===== src/rtl/zero_run_flagger.sv =====
module zero_run_flagger #(
  parameter int SAMPLE_W       = 24,
  parameter int RUN_LEN        = 8192,
  parameter int RELEASE_FRAMES = 2
) (
  input  logic                clk,
  input  logic                rst_n,
  input  logic                frame_stb,
  input  logic [SAMPLE_W-1:0] sample_l,
  input  logic [SAMPLE_W-1:0] sample_r,
  input  logic                det_enable,
  input  logic                merge_mode,
  input  logic                invert_out,
  input  logic                run_n,
  output logic                flag_l,
  output logic                flag_r
);

  localparam int CW = $clog2(RUN_LEN + 1);
  localparam int RW = $clog2(RELEASE_FRAMES + 1);
  localparam logic [CW-1:0] FULL = CW'(RUN_LEN);
  localparam logic [RW-1:0] REL_INIT = RW'(RELEASE_FRAMES);

  logic [SAMPLE_W-1:0] smp [2];
  logic [CW-1:0]       run_cnt [2];
  logic [1:0]          sat;
  logic [RW-1:0]       rel_cnt;
  logic                hold;
  logic                both;
  logic                act_l, act_r;

  assign smp[0] = sample_l;
  assign smp[1] = sample_r;

  always_ff @(posedge clk) begin
    if (!rst_n) begin
      for (int ch = 0; ch < 2; ch++) run_cnt[ch] <= '0;
    end else if (frame_stb) begin
      for (int ch = 0; ch < 2; ch++) begin
        if (!run_n || smp[ch] != '0) run_cnt[ch] <= '0;
        else if (run_cnt[ch] != FULL) run_cnt[ch] <= run_cnt[ch] + 1'b1;
      end
    end
  end

  always_ff @(posedge clk) begin
    if (!rst_n)                            rel_cnt <= '0;
    else if (!run_n)                       rel_cnt <= REL_INIT;
    else if (frame_stb && rel_cnt != '0)   rel_cnt <= rel_cnt - 1'b1;
  end

  genvar g;
  generate
    for (g = 0; g < 2; g++) begin : g_sat
      assign sat[g] = (run_cnt[g] == FULL);
    end
  endgenerate

  assign hold  = !run_n || (rel_cnt != '0);
  assign both  = &sat;
  assign act_l = det_enable && (hold || (merge_mode ? both : sat[0]));
  assign act_r = det_enable && (hold || (merge_mode ? both : sat[1]));
  assign flag_l = act_l ^ invert_out;
  assign flag_r = act_r ^ invert_out;

  AST_STEP_L: assert property (@(posedge clk) disable iff (!rst_n)
    frame_stb && run_n && sample_l == '0 && run_cnt[0] != FULL |=> run_cnt[0] == $past(run_cnt[0]) + 1'b1);
  AST_STEP_R: assert property (@(posedge clk) disable iff (!rst_n)
    frame_stb && run_n && sample_r == '0 && run_cnt[1] != FULL |=> run_cnt[1] == $past(run_cnt[1]) + 1'b1);
  AST_NONZERO_CLEARS_L: assert property (@(posedge clk) disable iff (!rst_n)
    frame_stb && sample_l != '0 |=> run_cnt[0] == '0);
  AST_NONZERO_CLEARS_R: assert property (@(posedge clk) disable iff (!rst_n)
    frame_stb && sample_r != '0 |=> run_cnt[1] == '0);
  AST_SOFT_RESET_HIGH: assert property (@(posedge clk) disable iff (!rst_n)
    det_enable && !run_n |-> flag_l == !invert_out && flag_r == !invert_out);
  AST_RELEASE_RANGE: assert property (@(posedge clk) disable iff (!rst_n)
    rel_cnt <= REL_INIT);
  AST_MERGE_AGREE: assert property (@(posedge clk) disable iff (!rst_n)
    merge_mode |-> flag_l == flag_r);
  AST_DISABLED_IDLE: assert property (@(posedge clk) disable iff (!rst_n)
    !det_enable |-> flag_l == invert_out && flag_r == invert_out);
  AST_NO_OVERRUN: assert property (@(posedge clk) disable iff (!rst_n)
    run_cnt[0] <= FULL && run_cnt[1] <= FULL);
  AST_HOLD_ON_FULL: assert property (@(posedge clk) disable iff (!rst_n)
    run_n && run_cnt[0] == FULL && !(frame_stb && sample_l != '0) |=> run_cnt[0] == FULL);

endmodule


===== config.mk =====
export PLATFORM = sky130hd
export DESIGN_NAME = zero_run_flagger
export DESIGN_NICKNAME = d
export VERILOG_FILES = /design/src/rtl/zero_run_flagger.sv
export SDC_FILE = /design/constraint.sdc
export NUM_CORES = 1
export LEC_CHECK = 0
export ABC_AREA = 0
export BUFFER_PORTS_ARGS = -buffer_cell sky130_fd_sc_hd__buf_2
export CAP_MARGIN = 20
export CORE_ASPECT_RATIO = 1.4
export CORE_MARGIN = 4
export CORE_UTILIZATION = 53
export CTS_BUF_LIST = sky130_fd_sc_hd__clkbuf_4 sky130_fd_sc_hd__clkbuf_8
export CTS_CLUSTER_SIZE = 40
export DETAILED_ROUTE_END_ITERATION = 16
export MAX_ROUTING_LAYER = met4
export PLACE_DENSITY = 0.81
export SLEW_MARGIN = 20
export SYNTH_ARGS = -nofsm -noshare
export SYNTH_HDL_FRONTEND = slang
export SYNTH_SLANG_ARGS = --single-unit
export TNS_END_PERCENT = 50

===== constraint.sdc =====
create_clock -name clk -period 2.6 [get_ports clk]
set_clock_uncertainty 0.15 [all_clocks]
set_input_delay 0.26 -clock clk [delete_from_list [all_inputs] [get_ports clk]]
set_output_delay 0.26 -clock clk [all_outputs]
set_load 0.05 [all_outputs]

==> results of run 1 <==
==> sequential cells by signal, summed over array words and instances (netlist names) <==
register,cells
run_cnt,28
rel_cnt,2
==> kinds of logic (layout without fill, tap and decap cells) <==
logic type | Yosys count | count (layout) | share of synthesized area, %
AOI/OAI and AO/OA | 11 | 11 | 3.785
adders and majority gates | 5 | 5 | 3.320
DFF | 30 | 30 | 46.75
buffers and inverters | 18 | 83 | 4.515
xor gates and xnor gates | 24 | 24 | 11.16
and+or+nand+nor | 110 | 110 | 30.48
==> what timing repair did <==
| item | CTS | global route |
|---|---|---|
| setup buffers | 1 | 0 |
| cloned | 0 | 0 |
| resized for setup | 0 | 2 |
| pin swaps | 1 | 1 |
| setup endpoints to repair | 1 | 2 |
==> synthesized netlist by cell type (all sizes together), types with 4 or more instances <==
master   n  area, um^2
nor4    14       87.58
buf      4       32.53
inv     14       52.55
nand2    9       33.78
nor3    10       50.05
ha       5       62.56
edfxtp  28       840.8
nand3   15       75.07
nor2    38       145.1
nor4b    4       47.55
nand4   10       62.56
xnor2   21       183.9
==> routing by layer <==
layer	global-route usage [%]	share of wire [%]
met1	24.48	38
met3	5.757	3.1
met4	9.281	1.9
met2	36.69	57
met5	-	0
==> placed cells by master, fill, tap and decap left out, drive strengths merged, types with 2 or more instances in the layout <==
| master | Yosys | routed |
|---|---|---|
| nand3 | 15 | 15 |
| xor2 | 3 | 3 |
| nor2 | 38 | 38 |
| nor4b | 4 | 4 |
| nor3 | 10 | 10 |
| clkinv | 0 | 2 |
| a211o | 2 | 2 |
| nand2b | 2 | 2 |
| inv | 14 | 14 |
| buf | 4 | 60 |
| and3 | 2 | 2 |
| xnor2 | 21 | 21 |
| nand2 | 9 | 9 |
| edfxtp | 28 | 28 |
| clkbuf | 0 | 6 |
| nor4 | 14 | 14 |
| o21ai | 3 | 3 |
| dfxtp | 2 | 2 |
| nand4 | 10 | 10 |
| ha | 5 | 5 |
| or4b | 2 | 2 |
| a21oi | 3 | 3 |
| nor3b | 2 | 2 |
==> power breakdown <==
part / internal [mW] / switching, mW
Combinational: 0.0663 / 0.0674
Clock: 0.282 / 0.181
Sequential: 0.547 / 0.0254
Total: 0.895 / 0.274
==> cell type report <==
type	count	area, um^2	area share [%]
Timing Repair Buffer	61	320.3	13.70
Multi-Input combinational cell	150	924.6	39.56
Sequential cell	30	880.8	37.69
Inverter	14	52.55	2.248
Clock inverter	3	40.04	1.713
Clock buffer	5	68.82	2.944
Tap cell	40	50.05	2.141
==> worst max-delay path, cell delays in order, from the launching register on <==
cell	delay, ps
edfxtp_1	430
inv_1	80
ha_1	130
nor4b_1	230
nand4_1	240
a211o_1	350
nand3_1	70
buf_2	260
==> path summary, 6_finish.rpt <==
kind | endpoint | slack, ps | startpoint | cells after the start
hold reg to reg | run_cnt[0][0] | 480 | run_cnt[0][0] | 1
setup reg to reg | run_cnt[1][1] | 220 | run_cnt[1][0] | 7
setup / recovery | flag_r | 110 | run_cnt[0][0] | 7
hold / removal | rel_cnt[0] | 130 | rst_n | 2
==> through the flow <==
stage / util (%) / hold WS (ps)
final: 68.55 / 126.9
after global routing: 68.55 / 122.3
after CTS: 68.29 / 120.2
after detailed placement: 64.88 / 384.3
after global placement: 64.88 / 379.9
after floorplan: - / 216.2
==> impl_metrics.ini, run 1 <==
[timing]
rsz0062_at_grt = no
min_period_ps = 2488
setup_viol = 0
maxSlewViolCount = 0
fin_crit_sh_pct = 95.71
final_hold_viol_count = 0
fmax_ghz = 0.4019
setup_ws_ps = 111.6
worstMarginPinSlew_ps = 483.1
fin_setup_tns_ps = 0
max-slew-margin-rel_pct = 67.79

[pwr]
power_density_nw_per_um2 = 500.1
ir_drop_mv = 0.4222
p_leak_nw = 0.8562
power_mw = 1.169

[finish]
finalNetCount = 322
fillers = 274
synthToLayoutAreaGrowth_pct = 24.04
drive_gt1_share_pct = 28.14
design_area_um2 = 2337
antenna_cells = 0
layoutNonFillerInstCount = 303

[die]
die_h_um = 78.55
ios = 57
initial_core_util_pct = 55.27
design.core.area_um2 = 3410
die_x_um = 58.40
rows = 25
dieArea_um2 = 4587

[routing]
via_per_inst = 5.459
wirelength_um = 4642
vias = 1654
drtAntennaViolNets = 0
drc = 0
drt-pass1-iter-count = 4
drtIter0Drc = 107
wl_per_cell_um = 15.32

[place]
dp.cells = 294
port_buffers = 56
postPlaceCellArea_um2 = 2212
dp_slack_ps = 327.8
hpwl_um = 3508
routabilityCongestion = 0.8385

[global_route]
grt_pass1_wl_um = 7417
grt_max_degree = 15
grt_overflow_total = 0
grt_usage_pct = 22.05
grt_antenna_before_repair = 0
grt_pass1_vias = 1642

[setup_path]
endpoint_kind = output port
worstSetupStartpointType = flop
crit_type = reg2out
worstPathArrival_ps = 2080
critical_path_required_ps = 2190
crit_fanout = 5

[clock_tree]
cts_buffers = 5
clkTransAtPathRegs_ps = 70
h-tree-depth = 2
cts_tree = done
clock_latency_ps = 290
clockBufferDepth = 2
hold_buffers = 0
cts.sinks = 30
clock-root-buffer = clkbuf_8

[logic_synthesis]
ys.flop_type = edfxtp_1
netlist_instances = 198
async_reset_ff_share_pct = 0
synth_area_um2 = 1884
synth-seq-area-share_pct = 46.75
synth-edff-count = 28
synth.net_count = 258
synth_cell_types = 29
synth-seq-cells = 30
yosys_warnings = 0
synth.avg_cell_area_um2 = 9.517

[run_status]
status = finished, final reports clean

[worst_hold_path]
hold_class = in2reg

[job]
cap_violations = 0
No activity file was read; power rests on OpenSTA's default activity.
==> inputs of run 2 (changes only) <==
--- a/config.mk
+++ b/config.mk
@@ -9,13 +9,13 @@
 export BUFFER_PORTS_ARGS = -buffer_cell sky130_fd_sc_hd__buf_2
 export CAP_MARGIN = 20
 export CORE_ASPECT_RATIO = 1.4
-export CORE_MARGIN = 4
-export CORE_UTILIZATION = 53
+export CORE_MARGIN = 2
+export CORE_UTILIZATION = 25
 export CTS_BUF_LIST = sky130_fd_sc_hd__clkbuf_4 sky130_fd_sc_hd__clkbuf_8
 export CTS_CLUSTER_SIZE = 40
 export DETAILED_ROUTE_END_ITERATION = 16
 export MAX_ROUTING_LAYER = met4
-export PLACE_DENSITY = 0.81
+export PLACE_DENSITY = 0.44
 export SLEW_MARGIN = 20
 export SYNTH_ARGS = -nofsm -noshare
 export SYNTH_HDL_FRONTEND = slang
==> impl_metrics.ini, run 2 (synthesized netlist as in run 1, its figures left out) <==
[run_status]
status = finished, final reports clean

[die]
design.core.area_um2 = 7315
dieArea_um2 = 8257
initial_core_util_pct = 25.76
rows = 37
die_x_um = 77.38
ios = 57
die_h_um = 106.7

[place]
routabilityCongestion = 0.7370
hpwl_um = 3619
dp_slack_ps = 178.9
port_buffers = 56
postPlaceCellArea_um2 = 2298
dp.cells = 353

[clock_tree]
cts_tree = done
cts.sinks = 30
clockBufferDepth = 2
cts_buffers = 5
clock_latency_ps = 280
hold_buffers = 0
clkTransAtPathRegs_ps = 70
h-tree-depth = 2
clock-root-buffer = clkbuf_8

[pwr]
p_leak_nw = 0.8588
power_density_nw_per_um2 = 436.9
ir_drop_mv = 0.1829
clock_power_share_pct = 33.3
p_seq_share_pct = 54.0
pwr-share-comb_pct = 12.6
switching_share_pct = 24.93
p_sw_mw = 0.2635
p_int_mw = 0.7933
power_mw = 1.057

[global_route]
grt_antenna_before_repair = 0
grt_pass1_vias = 1615
grt_max_degree = 15
grt_overflow_total = 0
grt_usage_pct = 11.29
grt_pass1_wl_um = 7238

[setup_path]
reg2reg_from = run_cnt[0][0]
crit_fanout = 5
ff2ff_path_depth = 8
r2r_slack_ps = 250
cp_slowest_stage_delay_ps = 440
endpoint_kind = output port
worst_path_max_delay_cell = edfxtp_1
path_buf_inv = 2
critical_path_required_ps = 2190
crit_cells = 7
path_delay_family = simple AND/OR/NAND/NOR gates
worstSetupStartpointType = flop
rr_endpoint = run_cnt[0][5]
worstPathArrival_ps = 2010
crit_type = reg2out
cp_cell_sequence = inv_1 > ha_1 > nor4b_2 > nand4_1 > a211o_1 > nand3_1 > buf_4

[timing]
min_period_ps = 2415
final_hold_viol_count = 0
max-slew-margin-rel_pct = 77.28
maxSlewViolCount = 0
setup_ws_ps = 184.9
fin_crit_sh_pct = 92.89
rsz0062_at_grt = no
fin_setup_tns_ps = 0
fmax_ghz = 0.4141
worstMarginPinSlew_ps = 337.6
setup_viol = 0

[finish]
largest_register = run_cnt
design_area_um2 = 2419
antenna_cells = 0
finalNetCount = 326
layoutNonFillerInstCount = 364
synthToLayoutAreaGrowth_pct = 28.35
fillers = 797
largest_reg_flops = 28
final_cell_mix = 54 x buf_2, 37 x nor2_1, 28 x edfxtp_1
layout_commonest_cell = buf_2
largestRegisters = run_cnt x28, rel_cnt x2
drive_gt1_share_pct = 28.46

[routing]
drc = 0
drtAntennaViolNets = 0
wirelength_um = 4588
drtIter0Drc = 65
drt-pass1-iter-count = 4
vias = 1620
via_per_inst = 4.451
wl_per_cell_um = 12.60

[worst_hold_path]
hold_start = run_n
hold_class = in2reg
holdPathEnd = rel_cnt[1]
hold_depth = 2

[job]
cap_violations = 0
-- run 2: area by class of cell --
cell class	count	area, um^2	area share [%]
multi-input combinational	150	930.9	38.49
sequential	30	880.8	36.42
timing repair buffer	65	352.8	14.59
tap	97	121.4	5.018
clock buffer	5	68.82	2.845
inverter	14	52.55	2.173
clock inverter	3	11.26	0.4656
-- run 2: worst max path at each step --
stage,startpoint,end
4_1_cts,run_cnt[0][0],flag_r
5_1_grt,run_cnt[1][0],flag_l
6_report,run_cnt[1][0],flag_l
3_5_place_dp,run_cnt[1][0],flag_l
2_1_floorplan,run_cnt[0][0],run_cnt[0][0]
3_3_place_gp,run_cnt[1][0],flag_l
-- run 2: power by group through the flow --
stage                     clock (mW)  sequential [mW]  combinational [mW]
after floorplan                    0            0.574              0.0685
after detailed placement           0            0.581               0.130
final                          0.352            0.571               0.133
after global routing           0.391            0.574               0.149
after global placement             0            0.581               0.130
after CTS                      0.375            0.571               0.133
-- run 2: layer usage --
metal / track usage [%] / part of all wire, % / vias up
met4: 4.209 / 0.59 / 0
met1: 11.03 / 39 / 754
met5: - / 0 / -
met3: 1.936 / 2.8 / 4
met2: 21.93 / 57 / 16
li1: - / - / 846
-- run 2: repair_timing --
item | CTS | global route
pin swaps | 1 | 2
setup endpoints to repair | 2 | 2
buffers inserted | 1 | 2
gates resized for setup | 2 | 2
-- run 2: metrics by stage --
stage / util [%] / hold WS (ps)
2_1_floorplan: - / 216.2
3_3_place_gp: 31.42 / 378.4
3_5_place_dp: 31.42 / 394.0
4_1_cts: 32.74 / 77.84
5_1_grt: 33.07 / 107.9
6_report: 33.07 / 92.11
==> inputs of run 3 (changes only) <==
==> constraint.sdc (replaced) <==
create_clock -name clk -period 2.6 [get_ports clk]
set_clock_uncertainty 0.15 [all_clocks]
set_input_delay 0.13 -clock clk [delete_from_list [all_inputs] [get_ports clk]]
set_output_delay 0.13 -clock clk [all_outputs]
set_load 0.05 [all_outputs]
==> impl_metrics.ini, run 3 (synthesized netlist as in run 1, its figures left out) <==
[setup_path]
crit_fanout = 5
worstSetupStartpointType = flop
r2r_slack_ps = 240
endpoint_kind = output port
worstPathArrival_ps = 2160
crit_type = reg2out
critical_path_required_ps = 2320

[routing]
wirelength_um = 4648
vias = 1642
drtAntennaViolNets = 0
drt-pass1-iter-count = 4
via_per_inst = 4.536
drc = 0
wl_per_cell_um = 12.84
drtIter0Drc = 51

[pwr]
p_seq_share_pct = 49.0
pwr-share-comb_pct = 11.2
ir_drop_mv = 0.3143
p_leak_nw = 0.8611
p_sw_mw = 0.2698
power_density_nw_per_um2 = 481.1
switching_share_pct = 23.20
clock_power_share_pct = 39.8
p_int_mw = 0.8931

[die]
ios = 57
design.core.area_um2 = 7315
rows = 37
die_x_um = 77.38
initial_core_util_pct = 25.76
dieArea_um2 = 8257
die_h_um = 106.7

[clock_tree]
clock-root-buffer = clkbuf_8
cts_tree = done
cts_buffers = 5
h-tree-depth = 2
clkTransAtPathRegs_ps = 60
clock_latency_ps = 280
cts.sinks = 30
clockBufferDepth = 2

[finish]
multi_input_area_um2 = 918.4
synthToLayoutAreaGrowth_pct = 28.29
largestRegisters = run_cnt x28, rel_cnt x2
antenna_cells = 0
finalNetCount = 324
fillers = 809
register_area_um2 = 880.8
drive_gt1_share_pct = 27.92
final_cell_mix = 56 x buf_2, 37 x nor2_1, 28 x edfxtp_1
largest_reg_flops = 28
largest_register = run_cnt
layout_commonest_cell = buf_2

[job]
cap_violations = 0

[place]
hpwl_um = 3704
port_buffers = 56
routabilityCongestion = 0.7679

[global_route]
grt_pass1_wl_um = 7465
grt_max_degree = 15
grt_antenna_before_repair = 0
grt_pass1_vias = 1586
grt_usage_pct = 11.80
grt_overflow_total = 0

[timing]
worstMarginPinSlew_ps = 380.7
fin_setup_tns_ps = 0
setup_viol = 0
max-slew-margin-rel_pct = 74.38
rsz0062_at_grt = no
min_period_ps = 2439
holdWs_ps = 8.962
fmax_ghz = 0.4100
final_hold_viol_count = 0
maxSlewViolCount = 0
fin_crit_sh_pct = 93.81

[run_status]
status = finished, final reports clean

[worst_hold_path]
hold_class = in2reg
run 3: cell types whose count changed in the layout (fill, tap and decap cells not counted), sizes merged:
cell,change
clkbuf,-1
bufinv,+1
clkinv,-1
buf,-2
dlygate4sd3,+1
run 3: timing repair:
action,in CTS,in global routing
endpoints found under the setup margin,0,2
gates resized for setup,0,0
endpoints found under the hold margin,2,0
hold buffers,1,0
setup buffers,0,1
run 3: per-stage QoR:
step	power (mW)	util (%)	worst slack, ps	cells	cell area [um^2]
floorplan	0.6429	-	263.9	198	1884
global placement	0.7102	31.32	388.9	352	2291
detailed placement	0.7112	31.32	325.5	352	2291
CTS	1.183	32.95	89.87	361	2410
global route	1.215	33.05	16.51	362	2417
finish	1.163	33.05	160.9	362	2417
run 3: layout make-up:
class / count / area share [%]
multi-input cells: 150 / 37.99
flip-flops and latches: 30 / 36.44
repair buffers: 63 / 13.87
well taps: 97 / 5.021
clock buffers: 5 / 2.847
inverters: 14 / 2.174
clock inverters: 3 / 1.656
run 3: power groups by stage:
stage,Sequential (mW),Clock [mW],Combinational (mW)
after global placement,0.581,0,0.130
after global routing,0.574,0.495,0.147
after floorplan,0.574,0,0.0685
after CTS,0.570,0.480,0.132
after detailed placement,0.581,0,0.130
final,0.570,0.462,0.130
run 3: worst max-delay path, cell delays in order, from the launching register on:
cell and delay [ps]:
edfxtp_1 440, inv_1 90, ha_1 130, nor4b_1 260, nand4_1 240, a211o_1 340, nand3_1 100, buf_2 270
run 3: path summary, 6_finish.rpt:
check,start,end,cells past startpoint
max,run_cnt[1][0],flag_l,7
min,rst_n,rel_cnt[1],2
max reg2reg,run_cnt[1][0],run_cnt[1][6],8
min reg2reg,rel_cnt[1],rel_cnt[1],2
run 3: per-layer routing:
metal | part of all wire (%) | GRT usage [%]
met5 | 0 | -
met4 | 0.95 | 2.679
met3 | 2.7 | 2.357
met2 | 56 | 21.61
met1 | 41 | 13.18
